--- src/rtl/fdiv_pkg.sv ---
package fdiv_pkg;
    localparam int FW    = 8;          // step field width
    localparam int CFG_W = 8 + 2 * FW; // configuration word width
    localparam int ACC_W = FW + 3;     // accumulator width, holds acc+add

    // control bit positions in the low byte
    localparam int B_RUN     = 0;
    localparam int B_CLR     = 1;
    localparam int B_STRETCH = 2;
    localparam int B_GATE    = 4;
    localparam int SUB_LSB   = 8;
    localparam int ADD_LSB   = 8 + FW;

    typedef struct packed {
        logic [FW-1:0]        add_step;
        logic signed [FW-1:0] sub_step;
        logic                 gate;
        logic                 stretch;
        logic                 clr;
        logic                 run;
    } cfg_t;

    typedef logic signed [ACC_W-1:0] acc_t;

    function automatic cfg_t decode_cfg(input logic [CFG_W-1:0] w);
        cfg_t c;
        c.add_step = w[ADD_LSB +: FW];
        c.sub_step = w[SUB_LSB +: FW];
        c.gate     = w[B_GATE];
        c.stretch  = w[B_STRETCH];
        c.clr      = w[B_CLR];
        c.run      = w[B_RUN];
        return c;
    endfunction

    function automatic acc_t sext_step(input logic signed [FW-1:0] s);
        return {{(ACC_W-FW){s[FW-1]}}, s};
    endfunction

    function automatic acc_t zext_step(input logic [FW-1:0] s);
        return {{(ACC_W-FW){1'b0}}, s};
    endfunction
endpackage

--- src/rtl/fd_cfg_reg.sv ---
module fd_cfg_reg
    import fdiv_pkg::*;
(
    input  logic             clk_i,
    input  logic             rst_i,
    input  logic             wr_i,
    input  logic [CFG_W-1:0] wdata_i,
    output cfg_t             cfg_o
);
    always_ff @(posedge clk_i) begin
        if (rst_i)
            cfg_o <= '0;
        else if (wr_i)
            cfg_o <= decode_cfg(wdata_i);
    end

    // the word is empty on the first cycle after reset
    p_cfg_reset_r1: assert property (@(posedge clk_i)
        $past(rst_i) && !rst_i |-> cfg_o == '0);
endmodule

--- src/rtl/fd_accum.sv ---
module fd_accum
    import fdiv_pkg::*;
(
    input  logic clk_i,
    input  logic rst_i,
    input  cfg_t cfg_i,
    output logic div_o,
    output logic en_o
);
    acc_t acc_q;
    acc_t sub_w, add_w, sum_w, nxt_w, span_w, half_w;
    logic wrap_w;

    always_comb begin
        sub_w  = sext_step(cfg_i.sub_step);
        add_w  = zext_step(cfg_i.add_step);
        sum_w  = acc_q + sub_w;
        wrap_w = sum_w[ACC_W-1];
        nxt_w  = wrap_w ? acc_q + add_w : sum_w;
        span_w = add_w - sub_w;
        half_w = span_w >>> 1;
    end

    always_ff @(posedge clk_i) begin
        if (rst_i || cfg_i.clr) begin
            acc_q <= '0;
            en_o  <= 1'b0;
            div_o <= 1'b0;
        end else if (cfg_i.run) begin
            acc_q <= nxt_w;
            en_o  <= wrap_w;
            div_o <= cfg_i.stretch ? (nxt_w >= half_w) : wrap_w;
        end else begin
            en_o  <= 1'b0;
            div_o <= 1'b0;
        end
    end

    p_acc_nonneg_r3: assert property (@(posedge clk_i) disable iff (rst_i)
        !acc_q[ACC_W-1]);
    p_clear_r5: assert property (@(posedge clk_i) disable iff (rst_i)
        cfg_i.clr |=> (acc_q == '0) && !div_o && !en_o);
    p_idle_r6: assert property (@(posedge clk_i) disable iff (rst_i)
        (!cfg_i.run && !cfg_i.clr) |=> $stable(acc_q) && !div_o);
    p_pulse_mode_r4: assert property (@(posedge clk_i) disable iff (rst_i)
        (cfg_i.run && !cfg_i.clr && !cfg_i.stretch) |=> div_o == en_o);
endmodule

--- src/rtl/fd_gate.sv ---
module fd_gate (
    input  logic clk_i,
    input  logic rst_i,
    input  logic gate_on_i,
    input  logic en_i,
    output logic gclk_o
);
    logic keep_q;

    // captured on the falling edge so the next high phase is glitch free
    always_ff @(negedge clk_i) begin
        if (rst_i)
            keep_q <= 1'b0;
        else
            keep_q <= gate_on_i ? en_i : 1'b1;
    end

    assign gclk_o = clk_i & keep_q;

    p_free_run_r8: assert property (@(posedge clk_i) disable iff (rst_i)
        !gate_on_i |-> keep_q);
    p_gated_r9: assert property (@(posedge clk_i) disable iff (rst_i)
        gate_on_i |-> keep_q == en_i);
endmodule

--- src/rtl/frac_clk_div.sv ---
module frac_clk_div
    import fdiv_pkg::*;
(
    input  logic             clk_i,
    input  logic             rst_i,
    input  logic             cfg_wr_i,
    input  logic [CFG_W-1:0] cfg_wdata_i,
    output logic             div_o,
    output logic             gclk_o
);
    cfg_t cfg_q;
    logic en_w;

    fd_cfg_reg u_cfg (
        .clk_i   (clk_i),
        .rst_i   (rst_i),
        .wr_i    (cfg_wr_i),
        .wdata_i (cfg_wdata_i),
        .cfg_o   (cfg_q)
    );

    fd_accum u_acc (
        .clk_i (clk_i),
        .rst_i (rst_i),
        .cfg_i (cfg_q),
        .div_o (div_o),
        .en_o  (en_w)
    );

    fd_gate u_gate (
        .clk_i     (clk_i),
        .rst_i     (rst_i),
        .gate_on_i (cfg_q.gate),
        .en_i      (en_w),
        .gclk_o    (gclk_o)
    );

    p_reset_quiet_r1: assert property (@(posedge clk_i)
        $past(rst_i) |-> !div_o);
endmodule

--- config.mk ---
export PLATFORM = sky130hd
export DESIGN_NAME = frac_clk_div
export DESIGN_NICKNAME = d
export VERILOG_FILES = /design/src/rtl/fdiv_pkg.sv /design/src/rtl/fd_cfg_reg.sv /design/src/rtl/fd_accum.sv /design/src/rtl/fd_gate.sv /design/src/rtl/frac_clk_div.sv
export SDC_FILE = /design/constraint.sdc
export NUM_CORES = 1
export LEC_CHECK = 0
export ABC_AREA = 1
export BUFFER_PORTS_ARGS = -buffer_cell sky130_fd_sc_hd__buf_2
export CELL_PAD_IN_SITES_DETAIL_PLACEMENT = 1
export CELL_PAD_IN_SITES_GLOBAL_PLACEMENT = 1
export CORE_UTILIZATION = 46
export CTS_CLUSTER_DIAMETER = 40
export DETAILED_ROUTE_END_ITERATION = 10
export PLACE_DENSITY_LB_ADDON = 0.1
export SLEW_MARGIN = 20
export SYNTH_ARGS = -nofsm -noshare
export SYNTH_HDL_FRONTEND = slang
export SYNTH_SLANG_ARGS = --single-unit
--- constraint.sdc ---
create_clock -name clk_i -period 4.4 [get_ports clk_i]
set_clock_uncertainty 0.15 [all_clocks]
set_input_delay 0.88 -clock clk_i [delete_from_list [all_inputs] [get_ports clk_i]]
set_output_delay 0.88 -clock clk_i [all_outputs]
set_load 0.05 [all_outputs]
After elaboration in Yosys (flattened, before gate mapping)
Index checks and enable logic that the tools add are counted.
Widths: inputs -> output; s select.
- output and inout port bits: 2
- logic and storage cells: 21
- flip-flop bits (word level): 34
- bits of input ports: 27
- bitwise logic cells: 2
- reduce and logical (&&, ||, !) cells: 2
- add/subtract/negate cells: 3
- order comparisons: 1
- multiplexer cells: 3
- operator list (kind ; count):
    $add 11x8->11 ; 1
    $add 11x9->11 ; 1
    $ge 11x9->1 ; 1
    $mux 11 ; 1
    $sub 9x8->10 ; 1
    $mux 1 ; 2
    $reduce_or 2->1 ; 1
    $and 1x1->1 ; 1
    $logic_or 1x1->1 ; 1
    $not 1->1 ; 1

Depth between registers and ports, before layout
- depth after elaboration: 4
- depth in mapped cells: 20
- mapped depth without buffers: 19

Modules after synthesis
From an unflattened synthesis, not the netlist that was laid out.
- cell total of the unflattened synthesis: 521
- area total of the unflattened synthesis: 3191.8 um^2
- modules (own cells, without submodules) (module ; seq. area each (um^2) ; cells each ; times used ; area each (um^2)):
    fd_accum ; 260.2 ; 388 ; 1 ; 2313.5
    fd_cfg_reg ; 400.4 ; 127 ; 1 ; 834.6
    fd_gate ; 20.0 ; 6 ; 1 ; 43.8

==> results by stage <==
Status:
- The run finished with clean final reports.

Power and ir drop:
- Total power for the finished layout comes to approximately 1.1 mW.
- The internal cell power is about 0.67 mW.
- Per report_power, the clock group accounts for roughly a third of the total.
- The analysis attributes to cell leakage a power of between 1.5 and 2 nW.
- The areal power density over the cells is between 300 and 400 nW/um^2.
- The net switching power figure is around 0.42 mW.
- In this run, the combinational gates consume 34.9% of the power.
- Net switching is roughly 40% of the power.
- VDD sags by at most between 200 and 250 uV.
- The sequential share of power is 32.8%.

Worst hold path:
- The start point of the worst hold path is u_cfg.cfg_o[4].
- The depth of the worst hold-timing path is 2.
- For hold timing, the worst endpoint is u_cfg.cfg_o[4].
- The kind of path behind the tightest hold check is register to register.

Critical path:
- The worst setup path is launched from a register.
- Along the worst path, the maximum fanout reaches 1.
- The largest stage delay on the critical path is approximately 0.3 ns.
- The launch point of the worst reg-to-reg path is u_cfg.cfg_o[11].
- The worst setup path is captured at an output pin.
- The worst path buffer plus inverter count is 2.
- The endpoint identified for the worst register-to-register timing path is u_acc.div_o.
- For the worst setup path, the data required time is between 3 and 4 ns.
- The critical path goes through nand2_1, inv_1, buf_2.
- The setup slack of the worst register-to-register path is around 0.9 ns.
- The critical path is of the register to output pin type.
- STA puts the critical path data arrival time at between 3 and 4 ns.
- Counting cells, the worst reg-to-reg path comes to 17.
- The cell with the biggest individual delay on the critical path is sky130_fd_sc_hd__dfxtp_1.
- The cell family contributing the most delay on the critical path is flip-flops.

Floorplan:
- The number of placed I/O pins is 29.
- The initial utilization of the core area, before any placement, comes to between 40% and 50%.
- The die covers 6860 um^2.
- In this run the horizontal extent of the chip is about 83 um.
- The core area is 6310 um^2.
- The number of core rows is 29.
- The floorplan step set the die height to ~83 um.

Placed design:
- The count of buffers added on input and output ports is 24.
- The congestion estimate from routability-driven global placement came to 0.843.
- The half-perimeter wire length of the detailed placement result is 6960 um.

Routing:
- Across all layers, the routed design uses approximately 3000 vias.
- The number of detailed-routing iterations run before antenna repair is 4.
- The routed wire length is 8480 um.
- In the final routed layout, each cell accounts on average for approximately 15 um.
- The remaining routing DRC violations is 0.
- The first routing iteration left around 90 violations.
- In this run the remaining antenna-violating nets after routing total 0.
- The number of vias per cell is ~5.3.

Global routing:
- The via count of the first global-routing pass was 3180.
- The wire length of the first global-routing pass is approximately 14000 um.
- In the global route stage, overall resource usage came out at 26.5%.
- The number of antenna violations at the first check in global routing is 0.
- For this run the aggregate overflow at the end of global routing stands at 0.
- The pin count of the biggest net entering global routing is 31.

Job:
- Max-cap violations in this run came to 0.

STA:
- The transition time at the pin with the least slew margin is roughly 0.84 ns.
- Setup repair after global routing left no endpoint under its margin.
- Headroom to the max-slew limit came out at approximately 44%.
- In the final timing run, aggregate negative setup slack is 0 ns.
- The final number of hold-violating endpoints is 0.
- The number of pins exceeding their max-slew limit in the final report is 0.
- Setup violations remaining at the end of the flow were counted as 0.

Finish:
- In the final layout, the multi-input gates occupy 2050 um^2.
- The area growth from synthesis to layout is 10.1%.
- The number of antenna diodes in the final layout is 0.
- The final-stage net count is 556.
- The share of cells above drive strength 1 is 10.2%.
- The number of fillers in the final layout is 904.
- Across the whole layout, storage elements account for just under 700 um^2.

Yosys:
- Sorting the synthesized cells by area gives the leading types as sky130_fd_sc_hd__dfxtp_1, sky130_fd_sc_hd__ha_1, sky130_fd_sc_hd__nand2_1, sky130_fd_sc_hd__inv_1, sky130_fd_sc_hd__nor2_1.
- Of the post-synthesis cell area, the dominant cell type holds between 20% and 30%.
- The post-synthesis cell area is between 3000 and 4000 um^2.
- The synthesized flop and latch total is 34.
- Yosys mapped the design onto 31 distinct sky130hd cell types.
- The sequential cell area fraction in the yosys report is 22.6%.
- The Yosys step of the flow raised 0 warnings.
- The mean instance size in the synthesized netlist is about 6.5 um^2.
- The number of instances in the synthesized netlist is between 400 and 500.
- The number of nets in the synthesized netlist is between 500 and 600.
- Of all cell types, the one taking the most synthesized area is sky130_fd_sc_hd__dfxtp_1.

CTS:
- Clock-pin slew was measured on the worst setup and hold paths at about 0.08 ns.
- The post-CTS repair timing setup buffer count is 0.
- The later pin in the worst-skew pair is clocked with a latency of around 0.40 ns.
- TritonCTS built the clock tree.
- The number of hold buffers added after CTS was 0.
- Once the clock tree was built, the resizer swapped 0 gates to a different size.
layout by cell type (no fill, tap or decap), drive strengths merged:
master / n
nand2: 128
inv: 61
nor2: 58
ha: 37
dfxtp: 34
o21ai: 33
a21oi: 33
nand3: 27
buf: 24
xor2: 15
clkbuf: 9
nand4: 8
nand3b: 4
xnor2: 3
fa: 3
or2: 2
and2: 2
nor3: 2
a21o: 1
a21boi: 1
a221oi: 1
o21bai: 1
o211ai: 1
clkinv: 1
o21a: 1
worst reg2reg max path: stages, from the launching register on:
cell	delay (ns)
sky130_fd_sc_hd__dfxtp_1	0.41
sky130_fd_sc_hd__ha_1	0.40
sky130_fd_sc_hd__nand2_1	0.12
sky130_fd_sc_hd__nor2_1	0.21
sky130_fd_sc_hd__nand3_2	0.13
sky130_fd_sc_hd__nand3_2	0.11
sky130_fd_sc_hd__nand2_1	0.05
sky130_fd_sc_hd__nand2_1	0.32
sky130_fd_sc_hd__nand2_1	0.13
sky130_fd_sc_hd__nand2_1	0.15
sky130_fd_sc_hd__inv_1	0.07
sky130_fd_sc_hd__ha_1	0.27
sky130_fd_sc_hd__nand2_1	0.06
sky130_fd_sc_hd__nor2_1	0.20
sky130_fd_sc_hd__nand3_1	0.11
sky130_fd_sc_hd__nand3_1	0.11
sky130_fd_sc_hd__xor2_1	0.22
sky130_fd_sc_hd__a21oi_1	0.13
layer usage:
metal  part of all wire [%]  track usage (%)  up-vias
met5                      0                0        -
met4                    2.0             10.5        0
met3                    2.6             3.88       14
met2                     50             47.3       47
met1                     46             31.8     1416
li1                       -                -     1545
registers in the layout, indices dropped and copies added (netlist names):
register,cells
u_acc.div_o,1
u_acc.en_o,1
u_gate.keep_q,1
u_cfg.cfg_o,20
u_acc.acc_q,11
power groups by stage:
| stage | logic (mW) | registers, mW | clock network (mW) |
|---|---|---|---|
| finish | 0.381 | 0.357 | 0.352 |
| global route | 0.436 | 0.360 | 0.377 |
| CTS | 0.383 | 0.356 | 0.358 |
| detailed placement | 0.378 | 0.364 | 0.0242 |
| global placement | 0.361 | 0.362 | 0.0242 |
| floorplan | 0.291 | 0.351 | 0.0209 |
per-stage QoR:
step	utilization, %	instance area, um^2	std cells	setup slack, ns	hold slack [ns]
2_1_floorplan	-	3010	465	0.542	0.303
3_3_place_gp	50.2	3170	556	0.572	0.327
3_5_place_dp	50.2	3170	556	0.571	0.338
4_1_cts	52.4	3310	567	0.0264	0.349
5_1_grt	52.4	3310	567	0.00514	0.376
6_report	52.4	3310	567	0.0487	0.343
cell families (layout without fill, tap and decap cells):
| family | count (synthesis) | count (layout) | share of synthesized area (%) |
|---|---|---|---|
| flops | 34 | 34 | 22.6 |
| fa+ha+maj | 40 | 40 | 17.4 |
| compound gates | 72 | 72 | 12.9 |
| simple gates | 231 | 231 | 32.6 |
| buf+inv | 70 | 95 | 9.24 |
| xor+xnor | 18 | 18 | 5.25 |
how the worst max path moves through the flow:
stage,from,depth (start not counted),slack (ns),to
global placement,u_gate.keep_q,3,0.57,gclk_o
global route,u_gate.keep_q,3,0.005,gclk_o
detailed placement,u_gate.keep_q,3,0.57,gclk_o
floorplan,u_gate.keep_q,2,0.54,gclk_o
finish,u_gate.keep_q,3,0.05,gclk_o
CTS,u_gate.keep_q,3,0.03,gclk_o
cell type report:
class	count	area share [%]
repair buffers	23	3.48
well taps	77	2.91
clock inverters	4	0.681
multi-input cells	361	61.9
clock buffers	10	3.90
flip-flops and latches	34	20.6
inverters	58	6.58
synthesized netlist by cell type:
cell type,instances
sky130_fd_sc_hd__fa_1,3
sky130_fd_sc_hd__o21a_1,1
sky130_fd_sc_hd__ha_1,37
sky130_fd_sc_hd__clkinv_1,1
sky130_fd_sc_hd__dfxtp_1,34
sky130_fd_sc_hd__a21o_1,1
sky130_fd_sc_hd__xor2_1,15
sky130_fd_sc_hd__nand2_2,7
sky130_fd_sc_hd__clkbuf_1,7
sky130_fd_sc_hd__nand3b_1,4
sky130_fd_sc_hd__nand2_1,121
sky130_fd_sc_hd__or2_2,2
sky130_fd_sc_hd__buf_1,1
sky130_fd_sc_hd__o211ai_1,1
sky130_fd_sc_hd__nand4_1,8
sky130_fd_sc_hd__a21oi_1,30
sky130_fd_sc_hd__nor3_1,2
sky130_fd_sc_hd__o21bai_1,1
sky130_fd_sc_hd__nor2_1,57
sky130_fd_sc_hd__nand3_1,25
sky130_fd_sc_hd__a21boi_0,1
sky130_fd_sc_hd__inv_1,59
sky130_fd_sc_hd__o21ai_0,32
sky130_fd_sc_hd__o21ai_1,1
sky130_fd_sc_hd__nor2_2,1
sky130_fd_sc_hd__and2_1,2
sky130_fd_sc_hd__nand3_2,2
sky130_fd_sc_hd__xnor2_1,3
sky130_fd_sc_hd__a21oi_2,3
sky130_fd_sc_hd__buf_6,2
sky130_fd_sc_hd__a221oi_1,1
No activity file was read; power rests on OpenSTA's default activity.
